<file path="src/rtl/pgap_pkg.sv">
package pgap_pkg;
  localparam int WORD_W = 32;
  localparam int BLK_W  = 3;
  localparam int FRAME_W = 2 + WORD_W + 1 + WORD_W + BLK_W;
  localparam int LEN_W   = $clog2(FRAME_W + 1);

  typedef enum logic [2:0] {
    ST_IDLE,
    ST_SGAP,
    ST_MARK,
    ST_SPACE,
    ST_POST
  } pgap_state_e;

  localparam logic [1:0] CMD_WRITE = 2'b00;
  localparam logic [1:0] CMD_READ  = 2'b01;
endpackage

</file>
<file path="src/rtl/pgap_us_tick.sv">
module pgap_us_tick #(
  parameter int DIV = 50
) (
  input  logic clk,
  input  logic rst_n,
  input  logic restart,
  output logic tick
);
  localparam int CW = (DIV > 1) ? $clog2(DIV) : 1;
  localparam logic [CW-1:0] TOP = CW'(DIV - 1);

  logic [CW-1:0] cnt;

  always_ff @(posedge clk) begin
    if (!rst_n)               cnt <= '0;
    else if (restart)         cnt <= TOP;
    else if (cnt == '0)       cnt <= TOP;
    else                      cnt <= cnt - 1'b1;
  end

  assign tick = (cnt == '0);
endmodule

</file>
<file path="src/rtl/pgap_seg_timer.sv">
module pgap_seg_timer #(
  parameter int DUR_W = 16
) (
  input  logic             clk,
  input  logic             rst_n,
  input  logic             load,
  input  logic [DUR_W-1:0] load_us,
  input  logic             tick,
  output logic             expire
);
  logic [DUR_W-1:0] us_left;

  always_ff @(posedge clk) begin
    if (!rst_n)                        us_left <= '0;
    else if (load)                     us_left <= load_us;
    else if (tick && us_left != '0)    us_left <= us_left - 1'b1;
  end

  assign expire = tick && (us_left == DUR_W'(1));
endmodule

</file>
<file path="src/rtl/pgap_frame_build.sv">
module pgap_frame_build
  import pgap_pkg::*;
(
  input  logic [1:0]         cmd,
  input  logic [WORD_W-1:0]  data,
  input  logic [BLK_W-1:0]   blk,
  input  logic [WORD_W-1:0]  pwd,
  input  logic               pwd_en,
  output logic [FRAME_W-1:0] frame,
  output logic [LEN_W-1:0]   len,
  output logic               is_write
);
  always_comb begin
    is_write = (cmd == CMD_WRITE);
    frame    = '0;
    len      = '0;
    if (cmd == CMD_WRITE) begin
      if (pwd_en) begin
        frame = {2'b10, pwd, 1'b0, data, blk};
        len   = LEN_W'(FRAME_W);
      end else begin
        frame = {2'b10, 1'b0, data, blk, {WORD_W{1'b0}}};
        len   = LEN_W'(FRAME_W - WORD_W);
      end
    end else if (cmd == CMD_READ) begin
      if (pwd_en) begin
        frame = {2'b10, pwd, 1'b0, blk, {WORD_W{1'b0}}};
        len   = LEN_W'(3 + WORD_W + BLK_W);
      end else begin
        frame = {2'b10, 1'b0, blk, {(2*WORD_W){1'b0}}};
        len   = LEN_W'(3 + BLK_W);
      end
    end else begin
      frame = {2'b11, {(FRAME_W-2){1'b0}}};
      len   = LEN_W'(2);
    end
  end
endmodule

</file>
<file path="src/rtl/pgap_downlink_enc.sv">
module pgap_downlink_enc
  import pgap_pkg::*;
#(
  parameter int CLK_PER_US = 50,
  parameter int START_US   = 248,
  parameter int ZERO_US    = 144,
  parameter int ONE_US     = 400,
  parameter int GAP_US     = 160,
  parameter int HOLD_US    = 20000,
  parameter int LISTEN_US  = 416,
  parameter int ADDR_IN_W  = 8
) (
  input  logic                 clk,
  input  logic                 rst_n,
  input  logic                 req_valid,
  output logic                 req_ready,
  input  logic [1:0]           req_cmd,
  input  logic [WORD_W-1:0]    req_data,
  input  logic [ADDR_IN_W-1:0] req_addr,
  input  logic [WORD_W-1:0]    req_pwd,
  input  logic                 req_pwd_en,
  output logic                 carrier_en,
  output logic                 busy,
  output logic                 done,
  output logic                 capture_start
);
  localparam int DUR_W = $clog2(START_US + ZERO_US + ONE_US + GAP_US
                                + HOLD_US + LISTEN_US + 1);
  localparam logic [DUR_W-1:0] D_START  = DUR_W'(START_US);
  localparam logic [DUR_W-1:0] D_ZERO   = DUR_W'(ZERO_US);
  localparam logic [DUR_W-1:0] D_ONE    = DUR_W'(ONE_US);
  localparam logic [DUR_W-1:0] D_GAP    = DUR_W'(GAP_US);
  localparam logic [DUR_W-1:0] D_HOLD   = DUR_W'(HOLD_US);
  localparam logic [DUR_W-1:0] D_LISTEN = DUR_W'(LISTEN_US);

  pgap_state_e        state;
  logic [FRAME_W-1:0] shreg;
  logic [LEN_W-1:0]   bits_left;
  logic               post_write;

  logic [FRAME_W-1:0] new_frame;
  logic [LEN_W-1:0]   new_len;
  logic               new_is_write;
  logic               unused_addr;

  logic               tick;
  logic               expire;
  logic               seg_load;
  logic [DUR_W-1:0]   seg_us;
  logic               accept;
  logic               last_bit;

  assign unused_addr = ^req_addr;
  assign accept      = (state == ST_IDLE) && req_valid;
  assign last_bit    = (bits_left == LEN_W'(1));

  pgap_frame_build u_build (
    .cmd      (req_cmd),
    .data     (req_data),
    .blk      (req_addr[BLK_W-1:0]),
    .pwd      (req_pwd),
    .pwd_en   (req_pwd_en),
    .frame    (new_frame),
    .len      (new_len),
    .is_write (new_is_write)
  );

  pgap_us_tick #(.DIV(CLK_PER_US)) u_tick (
    .clk     (clk),
    .rst_n   (rst_n),
    .restart (seg_load),
    .tick    (tick)
  );

  pgap_seg_timer #(.DUR_W(DUR_W)) u_timer (
    .clk     (clk),
    .rst_n   (rst_n),
    .load    (seg_load),
    .load_us (seg_us),
    .tick    (tick),
    .expire  (expire)
  );

  // Next segment length, picked by the state being left.
  always_comb begin
    seg_load = accept || (expire && state != ST_IDLE);
    seg_us   = '0;
    unique case (state)
      ST_IDLE:  seg_us = D_START;
      ST_SGAP:  seg_us = shreg[FRAME_W-1] ? D_ONE : D_ZERO;
      ST_MARK:  seg_us = D_GAP;
      ST_SPACE: begin
        if (last_bit)            seg_us = post_write ? D_HOLD : D_LISTEN;
        else if (shreg[FRAME_W-2]) seg_us = D_ONE;
        else                     seg_us = D_ZERO;
      end
      default:  seg_us = '0;
    endcase
  end

  always_ff @(posedge clk) begin
    if (!rst_n) begin
      state         <= ST_IDLE;
      shreg         <= '0;
      bits_left     <= '0;
      post_write    <= 1'b0;
      done          <= 1'b0;
      capture_start <= 1'b0;
    end else begin
      done          <= 1'b0;
      capture_start <= 1'b0;
      unique case (state)
        ST_IDLE: if (accept) begin
          shreg      <= new_frame;
          bits_left  <= new_len;
          post_write <= new_is_write;
          state      <= ST_SGAP;
        end
        ST_SGAP:  if (expire) state <= ST_MARK;
        ST_MARK:  if (expire) state <= ST_SPACE;
        ST_SPACE: if (expire) begin
          if (last_bit) begin
            state <= ST_POST;
          end else begin
            shreg     <= {shreg[FRAME_W-2:0], 1'b0};
            bits_left <= bits_left - 1'b1;
            state     <= ST_MARK;
          end
        end
        ST_POST: if (expire) begin
          state         <= ST_IDLE;
          done          <= 1'b1;
          capture_start <= !post_write;
        end
        default: state <= ST_IDLE;
      endcase
    end
  end

  assign busy       = (state != ST_IDLE);
  assign req_ready  = (state == ST_IDLE);
  assign carrier_en = (state == ST_MARK) || (state == ST_POST);
endmodule

</file>
<file path="config.mk">
export PLATFORM = sky130hd
export DESIGN_NAME = pgap_downlink_enc
export DESIGN_NICKNAME = d
export VERILOG_FILES = /design/src/rtl/pgap_pkg.sv /design/src/rtl/pgap_us_tick.sv /design/src/rtl/pgap_seg_timer.sv /design/src/rtl/pgap_frame_build.sv /design/src/rtl/pgap_downlink_enc.sv
export SDC_FILE = /design/constraint.sdc
export NUM_CORES = 1
export LEC_CHECK = 0
export ABC_AREA = 0
export BUFFER_PORTS_ARGS = -buffer_cell sky130_fd_sc_hd__buf_2
export CAP_MARGIN = 20
export CORE_ASPECT_RATIO = 1.2
export CORE_MARGIN = 1
export CORE_UTILIZATION = 40
export DETAILED_ROUTE_END_ITERATION = 6
export GPL_TIMING_DRIVEN = 1
export SLEW_MARGIN = 15
export SYNTH_ARGS = -nofsm -noshare
export SYNTH_HDL_FRONTEND = slang
export SYNTH_SLANG_ARGS = --single-unit
</file>
<file path="constraint.sdc">
create_clock -name clk -period 2.54 [get_ports clk]
set_clock_uncertainty 0.2 [all_clocks]
set_input_delay 0.127 -clock clk [delete_from_list [all_inputs] [get_ports clk]]
set_output_delay 0.127 -clock clk [all_outputs]
set_load 0.1 [all_outputs]
</file>
Yosys cells after proc, flatten, opt, wreduce, memory -nomap -nowiden:

Index checks and enable logic that the tools add are counted.
W data, S select, Z words.

* latch bits: 0
* memory bits (writable): 0
* memories: 0
* output and inout port bits: 5
* word-level logic and storage cells: 79
* flip-flop bits (word level): 104
* bits in read-only memories: 0

* muxes and demuxes: 33
* multiply operators: 0
* shift operators: 0
* $add $sub $neg: 3
* $lt $le $gt $ge: 0
* bitwise gates (word level): 1
* reduce and logical (&&, ||, !) cells: 20
* div/mod/pow operators: 0
* eq/ne operators: 13

Operators with widths (number)
* $mux W70: 4
* $pmux W70 S2: 1
* $mux W68: 2
* $mux W69: 1
* $mux W15: 4
* $pmux W15 S4: 1
* $mux W7: 5
* $mux W6: 4
* $mux W3: 6
* $mux W9: 2
* $eq A15 B1 Y1 const B: 1
* $pmux W3 S5: 1
* $reduce_bool A15 Y1: 1
* $sub A15 B1 Y15 const B: 1
* $pmux W7 S2: 1
* $ne A2 B2 Y1 const B: 5
* $eq A7 B1 Y1 const B: 1
* $sub A7 B1 Y7 const B: 1
* $eq A3 B2 Y1 const B: 2
* $logic_not A6 Y1: 1
* $sub A6 B1 Y6 const B: 1
* $reduce_and A5 Y1: 1
* $logic_and A1 B1 Y1: 4
* $reduce_and A2 Y1: 2
* 15 further kinds: 17

Longest topological paths before layout:

* depth in word-level cells: 5
* depth in mapped cells: 9
* mapped depth without buffers: 7

Hierarchy:

From an unflattened synthesis, not the netlist that was laid out.

* cell total of the unflattened synthesis: 776
* area, all modules: 6558.8 um2

By module, submodules not included
* pgap_downlink_enc: cells each 458, area each 4162.7 um2, instances 1
* pgap_frame_build: cells each 172, area each 1144.8 um2, instances 1
* pgap_seg_timer: cells each 115, area each 968.4 um2, instances 1
* pgap_us_tick: cells each 31, area each 282.8 um2, instances 1

Worst setup path before layout:

Ideal clock, no wire load.

* kind: register to register
* start: reg state[0]
* end: reg u_timer.us_left[1]
* library setup time: 0.086 ns
* setup slack: -1.309 ns
* path buffers: 3
* cell stages (with the launch flop): 10
* arrival time: 3.563 ns
* required time: 2.254 ns
* clock period less this slack: 3.849 ns
* path through: dfxtp_1 > clkbuf_1 > or3_1 > clkinv_1 > nand2_1 > clkbuf_1 > o31a_1 > buf_2 > nand2_1 > a211oi_1

* cells in the longest elaborated chain, start to end: 4

RTL lines
* from (decl): line pgap_downlink_enc.sv:36 `pgap_state_e state;`
* from (signal assigned): line pgap_downlink_enc.sv:103 `state <= ST_IDLE;`
* from (signal assigned): line pgap_downlink_enc.sv:117 `state <= ST_SGAP;`
* from (signal assigned): line pgap_downlink_enc.sv:119 `ST_SGAP: if (expire) state <= ST_MARK;`
* $reduce_bool A3 Y1 (*)
* via busy: line pgap_downlink_enc.sv:23 `output logic busy,`
* $logic_and A1 B1 Y1 (*): line pgap_downlink_enc.sv:86 `seg_load = accept || (expire && state != ST_IDLE);`
* $logic_or A1 B1 Y1 (*): line pgap_downlink_enc.sv:86
* $mux W15 / $reduce_bool A2 Y1 (equally long branches)
* to (signal assigned): line pgap_seg_timer.sv:15 `else if (load) us_left <= load_us;`
* to (signal assigned): line pgap_seg_timer.sv:16 `else if (tick && us_left != '0) us_left <= us_left - 1'b1;`
* to (decl): line pgap_seg_timer.sv:11 `logic [DUR_W-1:0] us_left;`

The timed path passes the listed nets; every way through them passes the cells marked *.
A chain may end at the register's enable or synchronous reset.

Final worst setup path:

* start: reg u_timer.us_left[12]
* end: reg shreg[44]

* cells in the longest elaborated chain, start to end: 4

RTL lines
* $eq A15 B1 Y1: line pgap_seg_timer.sv:19 `assign expire = tick && (us_left == DUR_W'(1));`
* $logic_and A1 B1 Y1: line pgap_seg_timer.sv:19
* $ne A2 B2 Y1 (no source line)
* $reduce_and A4 Y1 (no source line)
* to (signal assigned): line pgap_downlink_enc.sv:114 `shreg <= new_frame;`
* to (signal assigned): line pgap_downlink_enc.sv:125 `shreg <= {shreg[FRAME_W-2:0], 1'b0};`
* to (decl): line pgap_downlink_enc.sv:37 `logic [FRAME_W-1:0] shreg;`

No other way between the ends.

==> impl_metrics.toml <==
[outcome]
status = "finished with violations"
violations = "hold timing, setup timing"

[logic_synthesis]
yosys.area.top_type = "dfxtp_1"
synth_area_per_cell_um2 = 8.83
synth-simple-area-share = 0.130
synth.mux.area_fraction = 0.0112
synth_top_family_by_area = "compound AO/OA/AOI/OAI gates"
synth-adder-area-share = 0.0138
ys.flop_type = "dfxtp_1"
synth-async-reset-ratio = 0
ys_ff_latch = 104
ys_seq_area_frac = 0.382
synth-xor-area-share = 0.0225
synth-compound-area-share = 0.385
yosysWarnings = 0
syn_area_um2 = 5460
synthCells = 618
synth_edf_count = 0
yosysTopAreaCellShare = 0.382
synth_fp_nets = 702
synth_cell_type_count = 60
netlist_top_cells_area = "dfxtp_1 (38%), a211oi_1 (6.6%), a21oi_1 (6.3%)"

[cells_and_area]
antenna_cells = 0
syn_to_final_growth_pct = 37.9
layout_common_cells = "dfxtp_1 (101), buf_2 (77), a21oi_1 (66)"
mostFrequentLayoutCell = "dfxtp_1"
layoutNonFillerInstCount = 924
nNetsFinal = 835
fillers = 1177
drive_above_1_share = 0.306
design_area_um2 = 7520

[routing]
vias = 5810
wl_per_cell_um = 19.3
wirelength_um = 17900
drt_iter0_drc = 526
dr.pass1.iters = 5
routed_via_density = 6.29
drc = 0
final_antenna_net_count = 0

[timing]
worst_pin_slew_ns = 0.641
hold_viol_final = 1
finalMaxSlewViolations = 0
fin_hold_ws_ns = -0.00276
setup_slack_ns = -0.107
rsz0062_at_grt = "yes"
fin_crit_sh = 1.04
setup_violations = 39
relSlewSlack = 0.572
fmax_ghz = 0.378
fin_crit_ns = 2.65

[power]
totalPowerFinal_mw = 4.45
power.leakage_nw = 2.85
peakVddDrop_mv = 0.301
power_density_nw_per_um2 = 591

[place]
placed_area_um2 = 6280
portBuffers = 77
dp_cells = 851
dpl.hpwl_um = 11200
globalplace.congestion = 0.882

[clock_network]
clock_path_buffers = 2
root_buffer = "clkbuf_16"
cts.clk_slew.worst_paths_ns = 0.07
insertion_delay_ns = 0.35
cts.sinks = 104
cts_made_buffers = 9
h-tree-depth = 3
cts_tree = "yes"

[die]
io_pins = 83
dieArea_um2 = 14100
die_h_um = 130
fp.coreArea_um2 = 13200
initial_core_util = 0.412
rows = 46
die_x_um = 109

[grt]
grt_pass1_wl_um = 27800
grtUsageTotal = 0.252
antenna_found_initial = 0
grt_pass1_vias = 5570
grt_start_max_net_pins = 43
gr-total-overflow = 0

[setup_path]
startpoint_type = "flop"
cp.arrival_ns = 2.71
crit_type = "flop to flop"
path_max_fanout = 6
critPathCaptureType = "flop"
crit_required_ns = 2.60

[flow_run]
cap_violations = 0

[min_path]
hp-class = "input pin to flop"
==> worst max-delay path, stage by stage (launching register included) <==
cell and delay (ns):
dfxtp_2 0.32, or4_4 0.55, or4_4 0.55, o21ai_4 0.25, buf_6 0.15, buf_4 0.11
clkbuf_16 0.14, a21oi_1 0.07, a211oi_1 0.22
==> synthesized netlist by cell type (all sizes together), types with 5 or more instances <==
master	instances
o21ai	12
o211ai	24
a21oi	69
a221oi	21
xnor2	7
a31oi	7
a22oi	42
a22o	9
nor4	8
inv	9
buf	15
mux2i	5
a211oi	48
ha	6
nor2	38
nor3	14
xor2	7
nand3	11
o41ai	23
nand4	5
dfxtp	104
clkbuf	48
nand2	26
or3	5
nor2b	6
==> area by class of cell <==
class	instances	area [µm²]	area share
Inverter	10	42.5	0.00565
Clock inverter	5	61.3	0.00815
Sequential cell	104	2090	0.277
Timing Repair Buffer	185	1490	0.198
Tap cell	168	210	0.0279
Multi-Input combinational cell	441	3380	0.450
Clock buffer	11	253	0.0336
==> routing by layer <==
metal / GRT usage / vias to the layer above / part of all wire
met2: 0.444 / 234 / 0.51
li1: - / 2710 / -
met1: 0.308 / 2822 / 0.42
met5: 0 / - / 0
met4: 0.109 / 0 / 0.028
met3: 0.0315 / 44 / 0.048
==> kinds of logic after synthesis <==
kind of cell / count (synthesis)
muxes: 6
adders and majority gates: 6
xor gates and xnor gates: 14
AOI/OAI and AO/OA: 277
and+or+nand+nor: 138
buffers and inverters: 73
DFF: 104
==> power breakdown <==
part	internal, mW	switching, mW
logic	0.491	0.619
clock network	0.826	0.657
registers	1.76	0.0935
==> through the flow <==
step           TNS, ns  utilization  worst slack, ns
4_1_cts          -1.28        0.535          -0.0791
5_1_grt          -5.40        0.568           -0.148
3_3_place_gp   -0.0106        0.475          -0.0106
6_report         -1.08        0.568           -0.107
2_1_floorplan   -0.418            -          -0.0240
3_5_place_dp    -0.808        0.475          -0.0592
==> registers in the layout (all words and copies together) (netlist names) <==
| register | count |
|---|---|
| state | 3 |
| done | 1 |
| u_tick.cnt | 6 |
| bits_left | 7 |
| post_write | 1 |
| capture_start | 1 |
| shreg | 70 |
| u_timer.us_left | 15 |
==> final timing paths <==
path	startpoint	to	cells past startpoint	slack [ns]
worst max-delay path	u_timer.us_left[12]	shreg[44]	8	-0.11
worst min-delay path	req_data[30]	shreg[33]	3	-0.003
worst max register to register	u_timer.us_left[12]	shreg[44]	8	-0.11
worst min register to register	shreg[67]	shreg[68]	2	0.29
==> timing repair <==
action,in CTS,in global routing
pin swaps,10,43
hold endpoints to repair,43,0
hold buffers,35,0
cloned,1,4
gates resized for setup,13,47
setup buffers,5,13
endpoints found under the setup margin,61,76
Note: power is estimated with default switching activity, not from simulation.
